[config.mk]
export PLATFORM = sky130hd
export DESIGN_NAME = cop_seq
export DESIGN_NICKNAME = d
export VERILOG_FILES = /design/src/rtl/cop_seq_pkg.sv /design/src/rtl/cop_seq_prio.sv /design/src/rtl/cop_seq_agen.sv /design/src/rtl/cop_seq_cnt.sv /design/src/rtl/cop_seq.sv
export SDC_FILE = /design/constraint.sdc
export NUM_CORES = 1
export LEC_CHECK = 0
export ABC_AREA = 1
export BUFFER_PORTS_ARGS = -buffer_cell sky130_fd_sc_hd__buf_2
export CAP_MARGIN = 25
export CORE_MARGIN = 4
export CORE_UTILIZATION = 25
export DETAILED_ROUTE_END_ITERATION = 10
export PLACE_DENSITY_LB_ADDON = 0.2
export SETUP_SLACK_MARGIN = 0.05
export SYNTH_ARGS = -nofsm -noshare
export SYNTH_HDL_FRONTEND = slang
export SYNTH_SLANG_ARGS = --single-unit
[constraint.sdc]
create_clock -name clk -period 2.05 [get_ports clk]
set_clock_uncertainty 0.05 [all_clocks]
set_input_delay 0.3075 -clock clk [delete_from_list [all_inputs] [get_ports clk]]
set_output_delay 0.3075 -clock clk [all_outputs]
set_load 0.05 [all_outputs]
[src/rtl/cop_seq_pkg.sv]
package cop_seq_pkg;
  // phase codes presented to the coprocessor
  localparam logic [2:0] PH_NONE  = 3'd0;
  localparam logic [2:0] PH_FIRST = 3'd1;
  localparam logic [2:0] PH_BUSY  = 3'd2;
  localparam logic [2:0] PH_INTR  = 3'd3;
  localparam logic [2:0] PH_XFER  = 3'd4;
  localparam logic [2:0] PH_DATA  = 3'd5;

  // coprocessor responses
  localparam logic [1:0] RS_DONE = 2'd0;
  localparam logic [1:0] RS_BUSY = 2'd1;
  localparam logic [1:0] RS_CANT = 2'd2;
  localparam logic [1:0] RS_INC  = 2'd3;

  // operation classes
  localparam logic [2:0] OP_TOCP   = 3'd0;
  localparam logic [2:0] OP_FROMCP = 3'd1;
  localparam logic [2:0] OP_CDO    = 3'd2;
  localparam logic [2:0] OP_LOAD   = 3'd3;
  localparam logic [2:0] OP_STORE  = 3'd4;

  // completion status
  localparam logic [2:0] ST_OK    = 3'd0;
  localparam logic [2:0] ST_UNDEF = 3'd1;
  localparam logic [2:0] ST_ABORT = 3'd2;
  localparam logic [2:0] ST_RESET = 3'd3;
  localparam logic [2:0] ST_FIQ   = 3'd4;
  localparam logic [2:0] ST_IRQ   = 3'd5;

  typedef enum logic [3:0] {
    S_IDLE, S_FIRST, S_WAIT, S_POLL, S_XFER, S_MREQ,
    S_MRSP, S_LDATA, S_SDATA, S_CC1, S_IC1, S_FIN
  } seq_state_e;
endpackage

[src/rtl/cop_seq_prio.sv]
module cop_seq_prio
  import cop_seq_pkg::*;
(
  input  logic       line_rst_n_i,
  input  logic       fiq_n_i,
  input  logic       irq_n_i,
  input  logic       fiq_mask_i,
  input  logic       irq_mask_i,
  output logic       pend_o,
  output logic [2:0] cause_o
);
  always_comb begin
    pend_o  = 1'b1;
    cause_o = ST_OK;
    if (!line_rst_n_i)                 cause_o = ST_RESET;
    else if (!fiq_n_i && !fiq_mask_i)  cause_o = ST_FIQ;
    else if (!irq_n_i && !irq_mask_i)  cause_o = ST_IRQ;
    else                               pend_o  = 1'b0;
  end
endmodule

[src/rtl/cop_seq_agen.sv]
module cop_seq_agen #(
  parameter int AW         = 32,
  parameter int LEGAL_BITS = 26,
  parameter int VEC_BYTES  = 32,
  parameter int STEP       = 4
) (
  input  logic          clk,
  input  logic          rst_n,
  input  logic          load_i,
  input  logic [AW-1:0] base_i,
  input  logic          step_i,
  output logic [AW-1:0] addr_o,
  output logic          illegal_o,
  output logic          vector_o
);
  always_ff @(posedge clk or negedge rst_n) begin
    if (!rst_n)      addr_o <= '0;
    else if (load_i) addr_o <= base_i;
    else if (step_i) addr_o <= addr_o + AW'(STEP);
  end

  generate
    if (LEGAL_BITS < AW) begin : g_range
      assign illegal_o = |base_i[AW-1:LEGAL_BITS];
    end else begin : g_full
      assign illegal_o = 1'b0;
    end
  endgenerate

  assign vector_o = (base_i < AW'(VEC_BYTES));
endmodule

[src/rtl/cop_seq_cnt.sv]
module cop_seq_cnt #(
  parameter int CW  = 16,
  parameter int NUM = 2
) (
  input  logic                    clk,
  input  logic                    rst_n,
  input  logic [NUM-1:0]          inc_i,
  output logic [NUM-1:0][CW-1:0]  cnt_o
);
  generate
    for (genvar g = 0; g < NUM; g++) begin : g_cnt
      always_ff @(posedge clk or negedge rst_n) begin
        if (!rst_n)        cnt_o[g] <= '0;
        else if (inc_i[g]) cnt_o[g] <= cnt_o[g] + CW'(1);
      end
    end
  endgenerate
endmodule

[src/rtl/cop_seq.sv]
module cop_seq
  import cop_seq_pkg::*;
#(
  parameter int DW         = 32,
  parameter int AW         = 32,
  parameter int LEGAL_BITS = 26,
  parameter int VEC_BYTES  = 32,
  parameter int CW         = 16
) (
  input  logic          clk,
  input  logic          rst_n,
  input  logic          start_i,
  input  logic [2:0]    op_i,
  input  logic [AW-1:0] addr_i,
  input  logic [DW-1:0] src_i,
  output logic          busy_o,
  output logic          done_o,
  output logic [2:0]    status_o,
  output logic [DW-1:0] rd_word_o,
  output logic [2:0]    cp_phase_o,
  output logic [DW-1:0] cp_wdata_o,
  input  logic [1:0]    cp_resp_i,
  input  logic [DW-1:0] cp_rdata_i,
  output logic          mem_req_valid_o,
  input  logic          mem_req_ready_i,
  output logic          mem_we_o,
  output logic [AW-1:0] mem_addr_o,
  output logic [DW-1:0] mem_wdata_o,
  input  logic          mem_rsp_valid_i,
  input  logic          mem_rsp_err_i,
  input  logic [DW-1:0] mem_rsp_rdata_i,
  input  logic          line_rst_n_i,
  input  logic          fiq_n_i,
  input  logic          irq_n_i,
  input  logic          fiq_mask_i,
  input  logic          irq_mask_i,
  output logic [CW-1:0] icyc_cnt_o,
  output logic [CW-1:0] ccyc_cnt_o
);
  localparam int STEP = DW / 8;
  localparam logic [DW-1:0] FLAG_WORD = {4'hF, {(DW-4){1'b0}}};

  seq_state_e    state;
  logic [2:0]    op_q;
  logic [DW-1:0] src_q, ld_q, st_q, rd_q;
  logic          inc_q;
  logic [2:0]    status_q;

  logic          pend;
  logic [2:0]    pend_cause;
  logic          ag_load, ag_step, ag_illegal, ag_vector;
  logic [AW-1:0] ag_addr;
  logic [1:0][CW-1:0] cnt;

  cop_seq_prio u_prio (
    .line_rst_n_i (line_rst_n_i),
    .fiq_n_i      (fiq_n_i),
    .irq_n_i      (irq_n_i),
    .fiq_mask_i   (fiq_mask_i),
    .irq_mask_i   (irq_mask_i),
    .pend_o       (pend),
    .cause_o      (pend_cause)
  );

  assign ag_load = (state == S_IDLE) && start_i;
  assign ag_step = ((state == S_LDATA) && (cp_resp_i == RS_INC)) ||
                   ((state == S_MRSP) && mem_rsp_valid_i && !mem_rsp_err_i &&
                    (op_q == OP_STORE) && inc_q);

  cop_seq_agen #(
    .AW(AW), .LEGAL_BITS(LEGAL_BITS), .VEC_BYTES(VEC_BYTES), .STEP(STEP)
  ) u_agen (
    .clk       (clk),
    .rst_n     (rst_n),
    .load_i    (ag_load),
    .base_i    (addr_i),
    .step_i    (ag_step),
    .addr_o    (ag_addr),
    .illegal_o (ag_illegal),
    .vector_o  (ag_vector)
  );

  cop_seq_cnt #(.CW(CW), .NUM(2)) u_cnt (
    .clk   (clk),
    .rst_n (rst_n),
    .inc_i ({state == S_CC1, (state == S_WAIT) || (state == S_IC1)}),
    .cnt_o (cnt)
  );

  assign icyc_cnt_o = cnt[0];
  assign ccyc_cnt_o = cnt[1];

  // outputs decoded from the registered state
  always_comb begin
    case (state)
      S_FIRST: cp_phase_o = PH_FIRST;
      S_POLL:  cp_phase_o = pend ? PH_INTR : PH_BUSY;
      S_XFER:  cp_phase_o = PH_XFER;
      S_LDATA,
      S_SDATA: cp_phase_o = PH_DATA;
      default: cp_phase_o = PH_NONE;
    endcase
  end

  assign cp_wdata_o      = (state == S_LDATA) ? ld_q : src_q;
  assign mem_req_valid_o = (state == S_MREQ);
  assign mem_we_o        = (op_q == OP_STORE);
  assign mem_addr_o      = ag_addr;
  assign mem_wdata_o     = st_q;
  assign busy_o          = (state != S_IDLE);
  assign done_o          = (state == S_FIN);
  assign status_o        = status_q;
  assign rd_word_o       = rd_q;

  always_ff @(posedge clk or negedge rst_n) begin
    if (!rst_n) begin
      state    <= S_IDLE;
      op_q     <= OP_TOCP;
      src_q    <= '0;
      ld_q     <= '0;
      st_q     <= '0;
      rd_q     <= '0;
      inc_q    <= 1'b0;
      status_q <= ST_OK;
    end else begin
      case (state)
        S_IDLE: begin
          if (start_i) begin
            op_q     <= op_i;
            src_q    <= src_i;
            rd_q     <= '0;
            status_q <= ST_OK;
            if (op_i > OP_STORE) begin
              status_q <= ST_UNDEF;
              state    <= S_FIN;
            end else if (((op_i == OP_LOAD) && ag_illegal) ||
                         ((op_i == OP_STORE) && (ag_illegal || ag_vector))) begin
              status_q <= ST_ABORT;
              state    <= S_FIN;
            end else begin
              state <= S_FIRST;
            end
          end
        end

        S_FIRST, S_POLL: begin
          if ((state == S_POLL) && pend) begin
            status_q <= pend_cause;
            state    <= S_FIN;
          end else begin
            case (cp_resp_i)
              RS_BUSY: state <= S_WAIT;
              RS_CANT: begin
                status_q <= ST_UNDEF;
                if (op_q == OP_FROMCP) rd_q <= FLAG_WORD;
                state <= S_FIN;
              end
              default: begin
                case (op_q)
                  OP_TOCP:   state <= S_CC1;
                  OP_FROMCP: begin
                    rd_q  <= cp_rdata_i;
                    state <= S_CC1;
                  end
                  OP_LOAD:   state <= S_XFER;
                  OP_STORE:  state <= S_SDATA;
                  default:   state <= S_FIN;
                endcase
              end
            endcase
          end
        end

        S_WAIT:  state <= S_POLL;
        S_XFER:  state <= S_MREQ;

        S_SDATA: begin
          st_q  <= cp_rdata_i;
          inc_q <= (cp_resp_i == RS_INC);
          state <= S_MREQ;
        end

        S_MREQ: if (mem_req_ready_i) state <= S_MRSP;

        S_MRSP: begin
          if (mem_rsp_valid_i) begin
            if (mem_rsp_err_i) begin
              status_q <= ST_ABORT;
              state    <= S_FIN;
            end else if (op_q == OP_LOAD) begin
              ld_q  <= mem_rsp_rdata_i;
              state <= S_LDATA;
            end else if (inc_q) begin
              state <= S_SDATA;
            end else begin
              state <= S_FIN;
            end
          end
        end

        S_LDATA: state <= (cp_resp_i == RS_INC) ? S_MREQ : S_FIN;
        S_CC1:   state <= (op_q == OP_FROMCP) ? S_IC1 : S_FIN;
        S_IC1:   state <= S_FIN;
        S_FIN:   state <= S_IDLE;
        default: state <= S_IDLE;
      endcase
    end
  end
endmodule

### Word level (Yosys, flattened, before mapping)

Cells that the tools add are included.

| word-level totals | value |
|---|---|
| register bits after elaboration | 203 |
| output and inout port bits | 170 |

| cells by class | value |
|---|---|
| add/sub/neg operators | 3 |
| mux-type cells | 39 |
| reduce and logical (&&, ||, !) cells | 36 |
| eq/ne operators | 27 |
| order comparisons | 2 |
| bitwise gates (word level) | 1 |

Operators with widths:

| cell | number |
|---|---|
| $mux 32 | 7 |
| $pmux 32 s2 | 2 |
| $mux 4 | 9 |
| $pmux 4 s9 | 1 |
| $add 16x1->16 const B | 2 |
| $add 32x3->32 const B | 1 |
| $lt 32x6->1 const B | 1 |
| $mux 3 | 8 |
| $eq 4x3->1 const B | 4 |
| $eq 4x4->1 const B | 4 |
| $ne 2x2->1 const B | 6 |
| $pmux 3 s4 | 1 |
| $pmux 4 s3 | 1 |
| $logic_and 1x1->1 | 11 |
| $reduce_and 5->1 | 2 |
| $pmux 3 s3 | 1 |
| $eq 4x2->1 const B | 2 |
| $pmux 4 s2 | 1 |
| $reduce_or 2->1 | 4 |
| $eq 3x2->1 const B | 2 |
| $eq 3x3->1 const B | 2 |
| $mux 2 | 3 |
| $reduce_or 6->1 | 1 |
| $logic_not 1->1 | 5 |
| other kinds (18) | 27 |

### Depth between registers and ports, before layout

| logic depth | value |
|---|---|
| word-level depth | 8 |
| mapped depth | 11 |
| depth with buffers taken out | 11 |

### Hierarchy

From an unflattened synthesis, not the netlist that was laid out.

| second synthesis, totals | value |
|---|---|
| cells, all modules | 1309 |
| area total of the unflattened synthesis | 10363.7 um2 |

By module, submodules not included:

| module | area each (um2) | instances | cells each |
|---|---|---|---|
| cop_seq | 6356.1 | 1 | 771 |
| cop_seq_agen | 2268.4 | 1 | 338 |
| cop_seq_cnt | 1700.4 | 1 | 192 |
| cop_seq_prio | 38.8 | 1 | 8 |

### Worst setup path before layout

No wires, ideal clock.

| timing path | value |
|---|---|
| path type | reg-to-reg |
| start point | register op_q[0] |
| end point | register u_agen.addr_o[2] |
| arrival time | 2.396 ns |
| setup slack | -0.545 ns |
| required time | 1.851 ns |
| stages on the path, launching flop included | 9 |
| library setup time | 0.149 ns |
| buffers on the path | 2 |
| path through | dfrtp_1 -> nor3_1 -> nand3_1 -> nand2_2 -> nor2_2 -> buf_4 -> buf_6 -> nand2_1 -> o211ai_1 |

| on the way | value |
|---|---|
| cells in the longest elaborated chain, start to end | 5 |

Ends and longest elaborated chain:

| item | RTL line | text |
|---|---|---|
| start, declared | cop_seq.sv:44 | `logic [2:0] op_q;` |
| start signal, assigned | cop_seq.sv:129 | `op_q <= op_i;` |
| $eq 3x3->1 | - |  |
| named net mem_we_o | cop_seq.sv:26 | `output logic mem_we_o,` |
| $logic_and 1x1->1 | cop_seq.sv:67 | `((state == S_MRSP) && mem_rsp_valid_i && !mem_rsp_err_i &&` |
| $logic_and 1x1->1 | cop_seq.sv:68 | `(op_q == OP_STORE) && inc_q);` |
| $logic_or 1x1->1 | cop_seq.sv:66 | `assign ag_step = ((state == S_LDATA) && (cp_resp_i == RS_INC)) \|\|` |
| $reduce_bool 2->1 (no line) | - |  |
| end signal, assigned | cop_seq_agen.sv:18 | `else if (load_i) addr_o <= base_i;` |
| end signal, assigned | cop_seq_agen.sv:19 | `else if (step_i) addr_o <= addr_o + AW'(STEP);` |
| end, declared | cop_seq_agen.sv:12 | `output logic [AW-1:0] addr_o,` |

The timed path passes the listed nets, and every way through them passes these cells.
A chain may end at the register's enable or synchronous reset.

### Worst setup path after layout

| timing path | value |
|---|---|
| start point | register state[0] |
| end point | output cp_wdata_o[24] |

| on the way | value |
|---|---|
| cells in the longest elaborated chain, start to end | 2 |

Ends and longest elaborated chain:

| item | RTL line | text |
|---|---|---|
| start, declared | cop_seq.sv:43 | `seq_state_e state;` |
| start signal, assigned | cop_seq.sv:201 | `S_LDATA: state <= (cp_resp_i == RS_INC) ? S_MREQ : S_FIN;` |
| start signal, assigned | cop_seq.sv:202 | `S_CC1: state <= (op_q == OP_FROMCP) ? S_IC1 : S_FIN;` |
| $eq 4x3->1 | cop_seq.sv:105 | `assign cp_wdata_o = (state == S_LDATA) ? ld_q : src_q;` |
| $mux 32 | cop_seq.sv:105 |  |
| end, declared | cop_seq.sv:21 | `output logic [DW-1:0] cp_wdata_o,` |

Every way passes these cells.

==> results.md <==
- Worst-path fanout max: 17
- Hold Path Class: input port to register
- Largest net degree at the start of global routing: 57
- Max VDD drop: about 0.74 mV
- Synthesized area: 0.00992 mm^2
- DP HPWL: 24,600 um
- Slowest cell on crit path: dfrtp_2
- Wire per inst: 15.7 um
- Synthesis-to-layout area growth: 52.1%
- Share of layout cells above drive strength 1: 0.302
- H-tree Lvls: 1
- Syn Nets: 1,363
- Worst path bufs/invs: 3
- Reg clk slew, reported paths: 0.06 ns
- Transition time of the tightest slew-check pin: between 0.3 and 0.4 ns
- Critical path class: register to output port
- Port Buffers: 313
- Worst hold path depth: 3
- Clock Latency Late Sink: 0.54 ns
- Yosys top cell by area: dfrtp_1
- Top post-synthesis cells by count: nand2_1 (462), dfrtp_1 (203), inv_1 (105), o21ai_0 (93), nor2_1 (71)
- Synth Area in Compound Gates: 0.0779
- Placed inst area: 0.0124 mm^2
- Clock buffer count from CTS: 26
- Vias/cell: 4.36
- Initial antenna violation count: 5
- Rel. slew slack: 0.752
- PD cells: 1500 mW/mm^2
- Met3 Usage GRT: 0.0415
- CP required: about 1.7 ns
- Final worst path period need: 2.27 ns
- Initial core utilization: 0.255
- Synth Instances: approximately 1,200
- Count leader, synth: nand2_1
- Leakage: roughly 7.9 nW
- Vias: 9,724
- Flop2flop setup slack: 0.17 ns
- XOR/XNOR share of the synthesized area: 0.0388
- Clk sinks: 203
- Register area share after synthesis: 0.512
- Setup slack after layout: -0.223 ns
- FF+latch count, synth: 203
- Design area: between 0.015 and 0.02 mm^2
- Initial drt markers: 380
- Mux cell area share after synthesis: 0.0363
- First-pass GRT wire length: 56,000 um
- First drt pass iteration count: 5
- Yosys Warn Count: 0
- Final setup viols: 35
- CTS tree: yes
- Max-cap violations: 0
- Detailed Route WL: around 35,000 um
- IO Pins: between 300 and 400
- Synth Area in Simple Gates: 0.265
- Die Area: 0.0429 mm^2
- Fin crit share: 1.11
- Met2 Track Usage GR: 0.257
- CTS Root Cell: clkbuf_16
- Max-slew violations: 0
- Crit start category: register
- Die Ht: a little over 200 um
- Total GRT Usage: 0.158
- CORE AREA: 0.0389 mm^2
- Capturing point of the worst reg2reg path: u_cnt.cnt_o[14]
- Utilization after layout: 0.388
- DRC viols: 0
- Busiest grt layer: met2
- Hold endpoint: mem_wdata_o[11]
- Ys async rst share: 1.00
- Post-synthesis average cell area: 8.18 um^2
- Total global routing overflow: 0
- Status: complete, but fails checks
- Vias in the first global route: around 10,000
- Die X-Extent: 207 um
- Max Fclk: 440 MHz
- Critical Path AT: around 1.9 ns
- Share of the synthesized area in the top cell type: 0.512
- Num rows: 72
- Delay of the slowest critical-path stage: 0.40 ns
- Worst Reg-to-Reg Cells: 11
- Adder-Cell Fraction of Synth Area: 0.00757
- Worst Hold Launch: cp_rdata_i[11]
- Top FF cell, synth: dfrtp_1
- FF-to-FF Start: state[0]
- Final hold violations: 0
- Clock Path Buffers: 3
- Largest family of logic cells by synthesized area: simple AND/OR/NAND/NOR gates
- Failing checks: setup timing
- Critical path, cell by cell: nand2_2, nor2_4, clkinv_4, buf_12, nand2_1, nand2_1, buf_6
- RSZ-0062 raised after global routing: yes
- Worst hold margin: 0.0289 ns
- EDFF count, synth: 0
- ANT nets after route: 0
- Netlist cell types: 40
- Synth area leaders: dfrtp_1 (51%), nand2_1 (17%), o21ai_0 (4.7%)
- Crit end category: output port
- Delay-heaviest family, CP: simple AND/OR/NAND/NOR gates
- GR Layer Usage met1: 0.209
- Fin nets: around 1,800
- Most frequent CP cell: nand2_1
- Placer Congestion: 0.873
what timing repair did:
| action | in CTS | in global routing |
|---|---|---|
| pin swaps | 1 | 7 |
| gates resized for setup | 103 | 41 |
| gates cloned | 1 | 2 |
| hold buffers | 125 | 0 |
| endpoints found under the hold margin | 194 | 0 |
| buffers inserted | 2 | 9 |
| endpoints found under the setup margin | 50 | 96 |
through the flow:
| stage | power [mW] | setup WS [ns] | instances | TNS [ns] |
|---|---|---|---|---|
| 3_3_place_gp | 17.1 | -0.103 | 2048 | -0.133 |
| 3_5_place_dp | 17.1 | -0.0808 | 2048 | -0.197 |
| 6_report | 22.6 | -0.223 | 2232 | -6.58 |
| 5_1_grt | 24.0 | -0.316 | 2232 | -10.05 |
| 2_1_floorplan | 13.9 | 0.128 | 1213 | 0 |
| 4_1_cts | 22.5 | -0.243 | 2220 | -7.75 |
area by class of cell:
class                   instances  area [um^2]
diodes                          1         2.50
fillers                      4078        23800
clock inverters                 4         27.5
inverters                     116          448
repair buffers                494         3700
well taps                     518          648
flip-flops and latches        203         5080
multi-input cells             856         4390
clock buffers                  40          795
logic make-up after synthesis:
family	after synthesis
simple gates	632
xor+xnor	44
mux	32
buf+inv	154
compound gates	142
flops	203
fa+ha+maj	6
how the worst max path moves through the flow:
stage,from,end,slack [ns],depth (start not counted)
after floorplan,u_agen.addr_o[5],u_agen.addr_o[23],0.13,9
after global placement,cp_resp_i[0],u_agen.addr_o[29],-0.10,9
after detailed placement,cp_resp_i[0],u_agen.addr_o[29],-0.08,9
after CTS,state[3],cp_phase_o[0],-0.24,7
after global routing,state[1],cp_wdata_o[25],-0.32,6
final,state[0],cp_wdata_o[24],-0.22,7
layout by cell type (no fill, tap or decap), types with 2 or more instances in the layout:
master and n:
buf_4 39, inv_4 3, nand2_4 4, nand3b_1 3, inv_1 100, nand4_2 2
o211ai_1 13, o21ai_1 15, clkbuf_16 29, a21oi_1 11, nor3_1 16, nand2_2 26
nand3_1 39, nand4_1 7, ha_1 6, o22ai_1 2, nor2_4 14, o221ai_1 3
buf_12 10, xor2_1 31, clkbuf_1 6, dlygate4sd3_1 125, inv_2 12, nand2_1 438
dfrtp_1 202, buf_6 38, nor2_1 67, buf_2 273, nor3_2 2, clkinv_2 2
nor2_2 9, clkbuf_8 8, mux2_2 31, o21ai_0 91, nand4_4 2, xnor2_1 13
clkinv_4 2, buf_8 4
layer usage:
metal / vias up / share of wire
li1: 4800 / -
met1: 4573 / 0.45
met4: 8 / 0.024
met2: 280 / 0.47
met3: 63 / 0.063
met5: - / 0.0012
power breakdown:
group	internal, mW	leakage [nW]	total, mW	switching (mW)
sequential	5.36	2.64	6.41	1.05
clock	2.64	0.407	4.41	1.77
combinational	3.44	4.90	11.8	8.32
total	11.4	7.95	22.6	11.1
worst min-delay path: cells and delay by family:
kind / cells / cell delay [ns]
AO/OA/AOI/OAI: 1 / 0.09
buffers and inverters: 2 / 0.16
sequential cells by signal (all words and copies together) (netlist names):
signal / flops
ld_q: 32
mem_wdata_o: 32
rd_word_o: 32
src_q: 32
u_agen.addr_o: 32
u_cnt.cnt_o: 32
state: 4
op_q: 3
status_o: 3
inc_q: 1
No activity file was read; power rests on OpenSTA's default activity.
